## src/rtl/secfix_pkg.sv

```systemverilog
package secfix_pkg;
  localparam int RAW_W  = 32;
  localparam int CODE_W = 24;
  localparam int HALF_W = CODE_W / 2;
  localparam int BYTE_W = 8;
  localparam int NBYTES = CODE_W / BYTE_W;
  localparam int BIT_W  = 3;
  localparam int OFF_W  = CODE_W - HALF_W - BIT_W;

  typedef enum logic [1:0] {
    ST_CLEAN = 2'd0,
    ST_FIXED = 2'd1,
    ST_CODE  = 2'd2,
    ST_BAD   = 2'd3
  } verdict_t;

  // drop the two reserved nibbles, then invert so erased data matches
  function automatic logic [CODE_W-1:0] squeeze(input logic [RAW_W-1:0] raw);
    return ~{raw[27:16], raw[11:0]};
  endfunction
endpackage

```

## src/rtl/secfix_pack.sv

```systemverilog
module secfix_pack
  import secfix_pkg::*;
(
  input  logic              clk,
  input  logic              rst,
  input  logic [RAW_W-1:0]  raw_parity,
  output logic [CODE_W-1:0] code_q
);
  logic [CODE_W-1:0] code_c;
  assign code_c = squeeze(raw_parity);

  for (genvar b = 0; b < NBYTES; b++) begin : g_lane
    always_ff @(posedge clk) begin
      if (rst) code_q[b*BYTE_W +: BYTE_W] <= '0;
      else     code_q[b*BYTE_W +: BYTE_W] <= code_c[b*BYTE_W +: BYTE_W];
    end
  end
endmodule

```

## src/rtl/secfix_judge.sv

```systemverilog
module secfix_judge
  import secfix_pkg::*;
#(
  parameter int SECTOR_BYTES = 512
) (
  input  logic              clk,
  input  logic              rst,
  input  logic              start,
  input  logic              busy,
  input  logic              fix_en,
  input  logic [RAW_W-1:0]  raw_parity,
  input  logic [CODE_W-1:0] stored_code,
  output logic              verdict_vld,
  output logic [1:0]        status,
  output logic [OFF_W-1:0]  err_off,
  output logic [BIT_W-1:0]  err_bit,
  output logic              want_fix
);
  logic [CODE_W-1:0] diff;
  logic [HALF_W-1:0] fold;
  logic [OFF_W-1:0]  loc_off;
  logic [BIT_W-1:0]  loc_bit;
  verdict_t          cls;
  logic              accept;

  assign diff   = squeeze(raw_parity) ^ stored_code;
  assign fold   = diff[CODE_W-1:HALF_W] ^ diff[HALF_W-1:0];
  assign accept = start & ~busy;

  always_comb begin
    cls     = ST_CLEAN;
    loc_off = '0;
    loc_bit = '0;
    if (diff == '0) begin
      cls = ST_CLEAN;
    end else if (fold == '1) begin
      if (32'(diff[CODE_W-1:HALF_W+BIT_W]) < SECTOR_BYTES) begin
        cls     = ST_FIXED;
        loc_off = diff[CODE_W-1:HALF_W+BIT_W];
        loc_bit = diff[HALF_W+BIT_W-1:HALF_W];
      end else begin
        cls = ST_BAD;
      end
    end else if ($onehot(diff)) begin
      cls = ST_CODE;
    end else begin
      cls = ST_BAD;
    end
  end

  always_ff @(posedge clk) begin
    if (rst) begin
      verdict_vld <= 1'b0;
      status      <= ST_CLEAN;
      err_off     <= '0;
      err_bit     <= '0;
      want_fix    <= 1'b0;
    end else begin
      verdict_vld <= accept;
      if (accept) begin
        status   <= cls;
        err_off  <= loc_off;
        err_bit  <= loc_bit;
        want_fix <= fix_en && (cls == ST_FIXED);
      end
    end
  end


  fixed_in_range_chk: assert property (@(posedge clk) disable iff (rst)
    status == ST_FIXED |-> 32'(err_off) < SECTOR_BYTES);


  status_hold_chk: assert property (@(posedge clk) disable iff (rst)
    !verdict_vld |-> $stable(status));


  fix_needs_fixed_chk: assert property (@(posedge clk) disable iff (rst)
    want_fix |-> status == ST_FIXED);
endmodule

```

## src/rtl/secfix_patch.sv

```systemverilog
module secfix_patch
  import secfix_pkg::*;
(
  input  logic              clk,
  input  logic              rst,
  input  logic              verdict_vld,
  input  logic              want_fix,
  input  logic [1:0]        status,
  input  logic [OFF_W-1:0]  err_off,
  input  logic [BIT_W-1:0]  err_bit,
  output logic              busy,
  output logic              done,
  output logic              buf_rd_en,
  output logic [OFF_W-1:0]  buf_addr,
  input  logic [BYTE_W-1:0] buf_rdata,
  output logic              buf_wr_en,
  output logic [BYTE_W-1:0] buf_wdata
);
  typedef enum logic {P_IDLE, P_WRITE} pstate_t;
  pstate_t state;
  logic    done_q;
  logic    launch;

  assign launch    = verdict_vld & want_fix;
  assign buf_rd_en = launch;
  assign buf_addr  = err_off;
  assign buf_wr_en = (state == P_WRITE);
  assign buf_wdata = buf_rdata ^ (BYTE_W'(1) << err_bit);
  assign busy      = launch | (state == P_WRITE);
  assign done      = (verdict_vld & ~want_fix) | done_q;

  always_ff @(posedge clk) begin
    if (rst) begin
      state  <= P_IDLE;
      done_q <= 1'b0;
    end else begin
      state  <= launch ? P_WRITE : P_IDLE;
      done_q <= (state == P_WRITE);
    end
  end


  write_after_read_chk: assert property (@(posedge clk) disable iff (rst)
    buf_wr_en |-> $past(buf_rd_en));


  write_same_addr_chk: assert property (@(posedge clk) disable iff (rst)
    buf_wr_en |-> $stable(buf_addr));


  rmw_only_fixed_chk: assert property (@(posedge clk) disable iff (rst)
    buf_rd_en |-> status == 2'd1);


  done_after_write_chk: assert property (@(posedge clk) disable iff (rst)
    $past(buf_wr_en) |-> done);
endmodule

```

## src/rtl/sector_ecc_fix.sv

```systemverilog
module sector_ecc_fix
  import secfix_pkg::*;
#(
  parameter int SECTOR_BYTES = 512
) (
  input  logic        clk,
  input  logic        rst,
  input  logic [31:0] raw_parity,
  input  logic        start,
  input  logic        fix_en,
  input  logic [7:0]  stored_b0,
  input  logic [7:0]  stored_b1,
  input  logic [7:0]  stored_b2,
  output logic [7:0]  calc_b0,
  output logic [7:0]  calc_b1,
  output logic [7:0]  calc_b2,
  output logic        done,
  output logic [1:0]  status,
  output logic [8:0]  err_off,
  output logic [2:0]  err_bit,
  output logic        buf_rd_en,
  output logic [8:0]  buf_addr,
  input  logic [7:0]  buf_rdata,
  output logic        buf_wr_en,
  output logic [7:0]  buf_wdata
);
  logic [CODE_W-1:0] code_q;
  logic              verdict_vld, want_fix, busy;

  secfix_pack u_pack (
    .clk        (clk),
    .rst        (rst),
    .raw_parity (raw_parity),
    .code_q     (code_q)
  );
  assign calc_b0 = code_q[7:0];
  assign calc_b1 = code_q[15:8];
  assign calc_b2 = code_q[23:16];

  secfix_judge #(.SECTOR_BYTES(SECTOR_BYTES)) u_judge (
    .clk         (clk),
    .rst         (rst),
    .start       (start),
    .busy        (busy),
    .fix_en      (fix_en),
    .raw_parity  (raw_parity),
    .stored_code ({stored_b2, stored_b1, stored_b0}),
    .verdict_vld (verdict_vld),
    .status      (status),
    .err_off     (err_off),
    .err_bit     (err_bit),
    .want_fix    (want_fix)
  );

  secfix_patch u_patch (
    .clk         (clk),
    .rst         (rst),
    .verdict_vld (verdict_vld),
    .want_fix    (want_fix),
    .status      (status),
    .err_off     (err_off),
    .err_bit     (err_bit),
    .busy        (busy),
    .done        (done),
    .buf_rd_en   (buf_rd_en),
    .buf_addr    (buf_addr),
    .buf_rdata   (buf_rdata),
    .buf_wr_en   (buf_wr_en),
    .buf_wdata   (buf_wdata)
  );
endmodule

```

## config.mk

```make
export PLATFORM = sky130hd
export DESIGN_NAME = sector_ecc_fix
export DESIGN_NICKNAME = d
export VERILOG_FILES = /design/src/rtl/secfix_pkg.sv /design/src/rtl/secfix_pack.sv /design/src/rtl/secfix_judge.sv /design/src/rtl/secfix_patch.sv /design/src/rtl/sector_ecc_fix.sv
export SDC_FILE = /design/constraint.sdc
export NUM_CORES = 1
export LEC_CHECK = 0
export BUFFER_PORTS_ARGS = -buffer_cell sky130_fd_sc_hd__clkbuf_2
export CORE_UTILIZATION = 45
export CTS_CLUSTER_SIZE = 24
export DETAILED_ROUTE_END_ITERATION = 7
export HOLD_SLACK_MARGIN = 0.06
export PLACE_DENSITY = 0.86
export SLEW_MARGIN = 20
export SYNTH_ARGS = -nofsm -noshare
export SYNTH_HDL_FRONTEND = slang
export SYNTH_HIERARCHICAL = 1
export SYNTH_SLANG_ARGS = --single-unit
```

## constraint.sdc

```tcl
create_clock -name clk -period 5.3 [get_ports clk]
set_input_delay 0.795 -clock clk [delete_from_list [all_inputs] [get_ports clk]]
set_output_delay 0.795 -clock clk [all_outputs]
set_load 0.05 [all_outputs]
```

==> results of run 1 <==
per-stage QoR:
| step | setup WS (ns) | utilization [%] | setup TNS [ns] | power [mW] |
|---|---|---|---|---|
| finish | 0.2430 | 61.98 | 0 | 1.300 |
| global route | 0.03487 | 61.98 | 0 | 1.441 |
| CTS | 0.2372 | 61.91 | 0 | 1.309 |
| detailed placement | -0.05775 | 59.75 | -0.05775 | 1.057 |
| global placement | 0.009304 | 59.75 | 0 | 1.021 |
| floorplan | 0.3561 | - | 0 | 0.8709 |
layout make-up:
| type | count | area (sq um) | share of cell area (%) |
|---|---|---|---|
| clock buffer | 6 | 72.57 | 2.292 |
| multi-input combinational | 162 | 1343 | 42.41 |
| clock inverter | 2 | 37.54 | 1.186 |
| timing repair buffer | 131 | 690.7 | 21.82 |
| sequential | 42 | 840.8 | 26.56 |
| tap | 70 | 87.58 | 2.767 |
| inverter | 25 | 93.84 | 2.964 |
layout by cell type (no fill, tap or decap), drive strengths merged:
cell type and count:
nand4 3, nor2 25, a22oi 1, or2 1
o21ai 5, a2111oi 1, and2 1, a21oi 1
buf 14, bufinv 1, nand3 2, ha 7
nand3b 4, nor2b 2, inv 25, fa 17
clkinvlp 1, and3 2, nor3b 3, nand2 18
dfxtp 42, nor4 8, a21o 2, clkbuf 123
o31ai 10, nor3 2, xor2 24, and4 1
xnor2 20, and4b 2
state kept, by name (all words and copies together) (netlist names):
name / cells
u_judge/err_bit: 3
u_judge/err_off: 9
u_judge/status: 2
u_judge/verdict_vld: 1
u_judge/want_fix: 1
u_pack/code_q: 24
u_patch/buf_wr_en: 1
u_patch/done_q: 1
per-layer routing:
layer / up-vias / routed length [um]
li1: 1019 / -
met4: 0 / 110
met5: - / 0
met2: 82 / 2917
met3: 13 / 324
met1: 966 / 2230
worst max-delay path, delay by kind of cell:
| kind | cells | cell delay (ns) |
|---|---|---|
| simple gates | 1 | 0.19 |
| compound gates | 3 | 0.57 |
| fa+ha+maj | 7 | 3.04 |
| buf+inv | 6 | 0.43 |
| xor+xnor | 1 | 0.21 |
power by group:
group | switching [mW] | leakage [nW] | internal (mW) | total, mW
registers | 0.00489 | 0.346 | 0.330 | 0.335
logic | 0.413 | 1.19 | 0.302 | 0.715
clock network | 0.110 | 0.0514 | 0.141 | 0.250
cell families after synthesis:
kind of cell | synth area share (%)
AOI/OAI and AO/OA | 5.700
xor gates and xnor gates | 16.42
DFF | 35.15
and+or+nand+nor | 15.95
adders and majority gates | 17.89
buffers and inverters | 8.891
worst min-delay path by stage:
stage                             from            endpoint
finish              u_judge/err_off[3]  u_judge/err_off[3]
global route        u_judge/err_off[2]  u_judge/err_off[2]
CTS                  u_judge/status[1]   u_judge/status[1]
detailed placement   u_judge/status[1]   u_judge/status[1]
global placement     u_judge/status[1]   u_judge/status[1]
floorplan             u_judge/want_fix    u_judge/want_fix
==> summary.txt, run 1 <==
Place
  – Inst Count DP: 430
  – HPWL Detailed: around 4800 um
  – Cell Area, Placed: roughly 0.0031 sq mm
  – GPL Wtd Cong: between 0.8 and 0.9
  – Buffers on Ports: between 100 and 150

Global routing
  – Met3 Resource Use GR: 3.614%
  – Met1 Usage GRT: 23.30%
  – GR Overflow Total: 0
  – Total GRT Usage: around a fifth
  – Initial antenna violation count: 0
  – Global-route wire length before repair: between 8000 and 9000 um
  – Pin count of the biggest net entering global routing: 29
  – Global-route layer with the greatest usage: met2
  – Vias in the first global route: between 1500 and 2000
  – M2 GR Usage: approximately 39%

Hold path
  – Tightest Hold Check Type: reg -> reg
  – Hold depth: 2

Synthesis
  – Most numerous cell in the Yosys netlist: dfxtp_1
  – Yosys top cell by area: dfxtp_1
  – Synth top area share: 35.15%
  – Main synth FF type: dfxtp_1
  – Synth unique cells: 33
  – Asr flop ratio synth: 0%
  – Post-synthesis cell area: approximately 0.0024 sq mm
  – Synth top cells by count: dfxtp_1, inv_1, nor2_1
  – Top area cells in the synthesized netlist: dfxtp_1, fa_1, xor2_1
  – Post-synth EDFFs: 0
  – Synthesized instance count: between 200 and 250
  – Number of synthesized register bits: 42
  – Synthesis Warnings: 6
  – Avg Cell Area, Syn: between 9 and 10 sq um
  – Syn Nets: between 300 and 400
  – Seq/Total Area, Yosys: 35.15%

STA
  – Least-Margin Pin Slew: about 0.63 ns
  – F_max: just under 200 MHz
  – Final period util: 95.42%
  – Setup violators final: 0
  – Fin. max-slew vios: 0
  – Final hold vios: 0
  – Unrepaired setup endpoints after global routing: false
  – WHS: between 0.4 and 0.5 ns
  – Worst rel slew slack: about 58%
  – Crit path time final: 5.057 ns
  – Worst Skew: roughly 0.0077 ns

Job
  – Total of max-cap violations: 0

Worst setup path
  – Req. time, crit path: roughly 5.5 ns
  – CP arrival: approximately 5.2 ns
  – CP max-delay cell: fa_1
  – Worst path most repeated cell: fa_1
  – Crit-path cells: clkbuf_2 > xnor2_1 > inv_1 > fa_1 > inv_1 > fa_1 > inv_1 > fa_1 > fa_1 > inv_1 > fa_1 > ha_1 > inv_1 > fa_1 > a2111oi_0 > a21o_1 > and3_1 > a22oi_1
  – Reg2reg setup slack: ~3.4 ns
  – Worst setup SP type: primary input
  – CP Capture Type: flip-flop
  – Critical path launch point: raw_parity[17]
  – Worst flop-to-flop path startpoint: u_judge/verdict_vld
  – Worst reg2reg path depth: 7
  – RR Endpoint: u_judge/status[0]
  – CP max stage delay: 0.53 ns
  – Crit-path max FO: 2
  – Critical Path Sink: u_judge/status[0]
  – Critical path type: in -> reg

CTS
  – # H-tree levels: 2
  – CTS max path bufs: 2
  – Clk_lat worst skew: roughly 0.29 ns
  – # hold bufs at CTS: 0
  – TritonCTS buffer count: 5
  – Clk slew on worst S/H paths: roughly 0.080 ns
  – Root buffer cell: clkbuf_8
  – Clock Sinks: 42
  – Setup bufs post-CTS: 0
  – Clock tree from TritonCTS: done
  – CTS resizes: 0

Final layout
  – Area Growth Syn to Fin: 32.32%
  – N_diodes: 0
  – Fillers: 453
  – Layout Cells excl Fill: 438
  – Nets: around 460
  – Share of cells above drive strength 1: 39.13%
  – Final Cell Area: 0.003166 sq mm

Status
  – Outcome: finished clean

Die
  – Initial Util: between 40 and 50%
  – Core Region: a little over 0.005 sq mm
  – Num rows: 26
  – Die width: 74.91 um
  – Die span in y: 74.91 um
  – Die ar.: between 0.005 and 0.006 sq mm
  – Ports: 126

Drt
  – Vias: roughly 2100
  – Final ANT Viol Nets: 0
  – Pre-Repair DR Iteration Count: 4
  – DR WL/cell: between 10 and 15 um
  – Vias per inst: between 4 and 5
  – Initial DRC Count: approximately 130
  – DRC: 0
  – Overall routed net length: 5583 um

Power and ir drop
  – Max IR drop VDD: 338.3 uV
  – Leakage: between 1.5 and 2 nW
  – Power Density: ~410 mW/mm^2
(Power assumes the default switching activity.)
==> inputs of run 2 (changes only) <==
ABC_AREA = 1   (was default)
CORE_UTILIZATION = 49   (was 45)
PLACE_DENSITY = 0.79   (was 0.86)
==> summary.txt, run 2 <==
STA
  – Crit path time final: 5.047 ns (was 5.057 ns)
  – Worst Skew: 0.004939 ns (was 0.007712 ns)
  – Worst rel slew slack: 37.71% (was 58.16%)
  – Least-Margin Pin Slew: 0.9309 ns (was 0.6277 ns)
  – Final period util: 95.24% (was 95.42%)
  – Setup violators final: 0 (unchanged)
  – F_max: 198.1 MHz (was 197.7 MHz)
  – Final hold vios: 0 (unchanged)
  – Unrepaired setup endpoints after global routing: false (unchanged)
  – Fin. max-slew vios: 0 (unchanged)

Final layout
  – Final core utilization: 62.23% (was 61.98%)
  – Top flop regs: u_pack/code_q: 24 flops, u_judge/err_off: 9 flops, u_judge/err_bit: 3 flops (unchanged)
  – Commonest non-fill, non-tap cell in the layout: nand2_1 (was clkbuf_2)
  – Nets: 648 (was 459)
  – Commonest cells after routing, fill and taps aside: nand2_1, clkbuf_2, inv_1 (was clkbuf_2, dfxtp_1, inv_1, nor2_1, xor2_1)
  – Share of cells above drive strength 1: 27.47% (was 39.13%)
  – N_diodes: 0 (unchanged)
  – Biggest register: u_pack/code_q (unchanged)
  – Area Growth Syn to Fin: 21.64% (was 32.32%)
  – Max reg flops: 24 (unchanged)

Synthesis
  – Simple-gate share of the synthesized area: 34.95% (was 15.95%)
  – Synth top area share: 27.60% (was 35.15%)
  – Syn Nets: 536 (was 335)
  – Xor/xnor share of the synthesized area: 5.175% (was 16.42%)
  – Post-synthesis cell area: 0.003047 sq mm (was 0.002392 sq mm)
  – Number of synthesized register bits: 42 (unchanged)
  – Main synth FF type: dfxtp_1 (unchanged)
  – Most numerous cell in the Yosys netlist: nand2_1 (was dfxtp_1)
  – Compound-gate portion of the synthesized area: 3.491% (was 5.701%)
  – Seq/Total Area, Yosys: 27.60% (was 35.15%)
  – Synthesized instance count: 444 (was 243)
  – Synth unique cells: 28 (was 33)
  – Main combinational cell family by area after synthesis: simple AND/OR/NAND/NOR gates (was adder cells)
  – Synth top cells by count: nand2_1, inv_1, nor2_1 (was dfxtp_1, inv_1, nor2_1)
  – Post-synth EDFFs: 0 (unchanged)
  – Top area cells in the synthesized netlist: dfxtp_1, nand2_1, fa_1 (was dfxtp_1, fa_1, xor2_1)
  – Adder-Cell Fraction of Synth Area: 14.05% (was 17.89%)
  – Multiplexer share of the synthesized area: 0% (unchanged)
  – Yosys top cell by area: dfxtp_1 (unchanged)
  – Avg Cell Area, Syn: 6.862 sq um (was 9.845 sq um)
  – Asr flop ratio synth: 0% (unchanged)
  – Synthesis Warnings: 6 (unchanged)

Power and ir drop
  – Leakage: 2.116 nW (was 1.588 nW)
  – Design Power: 1.225 mW (was 1.300 mW)
  – Power Density: 330.5 mW/mm^2 (was 410.6 mW/mm^2)
  – Max IR drop VDD: 254.6 uV (was 338.3 uV)

Worst setup path
  – Worst setup SP type: primary input (unchanged)
  – CP max stage delay: 0.50 ns (was 0.53 ns)
  – Req. time, crit path: 5.44 ns (was 5.47 ns)
  – Critical path type: in -> reg (unchanged)
  – CP Capture Type: flip-flop (unchanged)
  – CP arrival: 5.19 ns (was 5.23 ns)
  – CP max-delay cell: fa_1 (unchanged)
  – Crit-path max FO: 2 (unchanged)
  – Worst reg2reg path depth: 6 (was 7)
  – Crit-path cells: clkbuf_2 > xor2_1 > fa_1 > fa_1 > inv_1 > fa_1 > inv_1 > fa_1 > inv_1 > fa_1 > ha_1 > inv_1 > fa_1 > nor3b_1 > o2111ai_1 > a21oi_1 > nand2_1 > nand2_1 > a21oi_1 (was clkbuf_2 > xnor2_1 > inv_1 > fa_1 > inv_1 > fa_1 > inv_1 > fa_1 > fa_1 > inv_1 > fa_1 > ha_1 > inv_1 > fa_1 > a2111oi_0 > a21o_1 > and3_1 > a22oi_1)
  – Worst path most repeated cell: fa_1 (unchanged)

Die
  – Die ar.: 0.006537 sq mm (was 0.005612 sq mm)
  – Num rows: 28 (was 26)
  – Die span in y: 80.85 um (was 74.91 um)
  – Core Region: 0.005956 sq mm (was 0.005107 sq mm)
  – Die width: 80.85 um (was 74.91 um)
  – Ports: 126 (unchanged)
  – Initial Util: 51.16% (was 46.84%)

CTS
  – TritonCTS buffer count: 5 (unchanged)
  – Root buffer cell: clkbuf_8 (unchanged)
  – CTS resizes: 0 (unchanged)
  – # hold bufs at CTS: 0 (unchanged)
  – Clk slew on worst S/H paths: 0.08 ns (about the same)
  – CTS max path bufs: 2 (unchanged)
  – Setup bufs post-CTS: 0 (unchanged)
  – Clock Sinks: 42 (unchanged)
  – # H-tree levels: 2 (unchanged)
  – Clk_lat worst skew: 0.29 ns (about the same)
  – Clock tree from TritonCTS: done (unchanged)

Global routing
  – Pin count of the biggest net entering global routing: 43 (was 29)
  – Total GRT Usage: 22.90% (was 20.53%)
  – GR Overflow Total: 0 (unchanged)
  – Initial antenna violation count: 0 (unchanged)
  – Global-route wire length before repair: 11600 um (was 8535 um)
  – Vias in the first global route: 2696 (was 1937)

Hold path
  – Tightest Hold Check Type: reg -> reg (unchanged)
  – Hold depth: 2 (unchanged)

Drt
  – Pre-Repair DR Iteration Count: 4 (unchanged)
  – Vias per inst: 4.783 (was 4.749)
  – Overall routed net length: 7081 um (was 5583 um)
  – Final ANT Viol Nets: 0 (unchanged)
  – Initial DRC Count: 176 (was 127)
  – Vias: 3023 (was 2080)
  – DR WL/cell: 11.20 um (was 12.75 um)
  – DRC: 0 (unchanged)

Place
  – Buffers on Ports: 117 (unchanged)
  – HPWL Detailed: 5974 um (was 4753 um)
  – GPL Wtd Cong: 0.8337 (was 0.8596)

Status
  – Outcome: finished clean (unchanged)

Job
  – Total of max-cap violations: 0 (unchanged)
[run 2: layer usage]
metal,track usage [%],wire [um],vias up
met5,0,0,-
met4,4.643,49,0
met1,29.01,3211,1373
met2,40.42,3412,85
met3,4.157,407,6
li1,-,-,1559
[run 2: layout make-up]
type | instances | area, sq um
multi-input combinational | 314 | 1757
tap | 75 | 93.84
fill | 575 | 2250
timing repair buffer | 125 | 645.6
inverter | 68 | 262.8
clock inverter | 1 | 30.03
clock buffer | 7 | 76.32
sequential | 42 | 840.8
[run 2: logic make-up after synthesis]
group / after synthesis
flops: 42
fa+ha+maj: 24
xor+xnor: 18
compound gates: 20
buf+inv: 88
simple gates: 252
[run 2: through the flow]
stage               hold slack, ns  std cells   TNS, ns  cell area, sq um  worst slack [ns]
global route                0.4651        632         0              3706           0.02082
CTS                         0.4480        632         0              3706            0.2606
floorplan                   0.4543        444         0              3047            0.4799
detailed placement          0.4357        624  -0.05980              3600          -0.05980
finish                      0.4475        632         0              3706            0.2525
global placement            0.4308        624         0              3600           0.01382
[run 2: power breakdown]
| group | total, mW | internal [mW] | switching (mW) |
|---|---|---|---|
| Sequential | 0.334 | 0.329 | 0.00479 |
| Combinational | 0.643 | 0.262 | 0.382 |
| Clock | 0.248 | 0.141 | 0.107 |
| Total | 1.22 | 0.731 | 0.493 |
[run 2: worst paths after layout]
| path | startpoint | endpoint | slack (ns) |
|---|---|---|---|
| setup reg to reg | u_judge/want_fix | u_judge/err_off[2] | 3.23 |
| hold / removal | u_patch/buf_wr_en | u_patch/done_q | 0.45 |
| setup / recovery | stored_b2[3] | u_judge/status[0] | 0.25 |
| hold reg to reg | u_patch/buf_wr_en | u_patch/done_q | 0.45 |
[run 2: worst max-delay path, delay by kind of cell]
family / cells / cell delay, ns
adder cells (fa/ha/maj): 7 / 3.09
AO/OA/AOI/OAI: 3 / 0.37
XOR/XNOR: 1 / 0.31
buffers and inverters: 5 / 0.30
AND/OR/NAND/NOR: 3 / 0.30
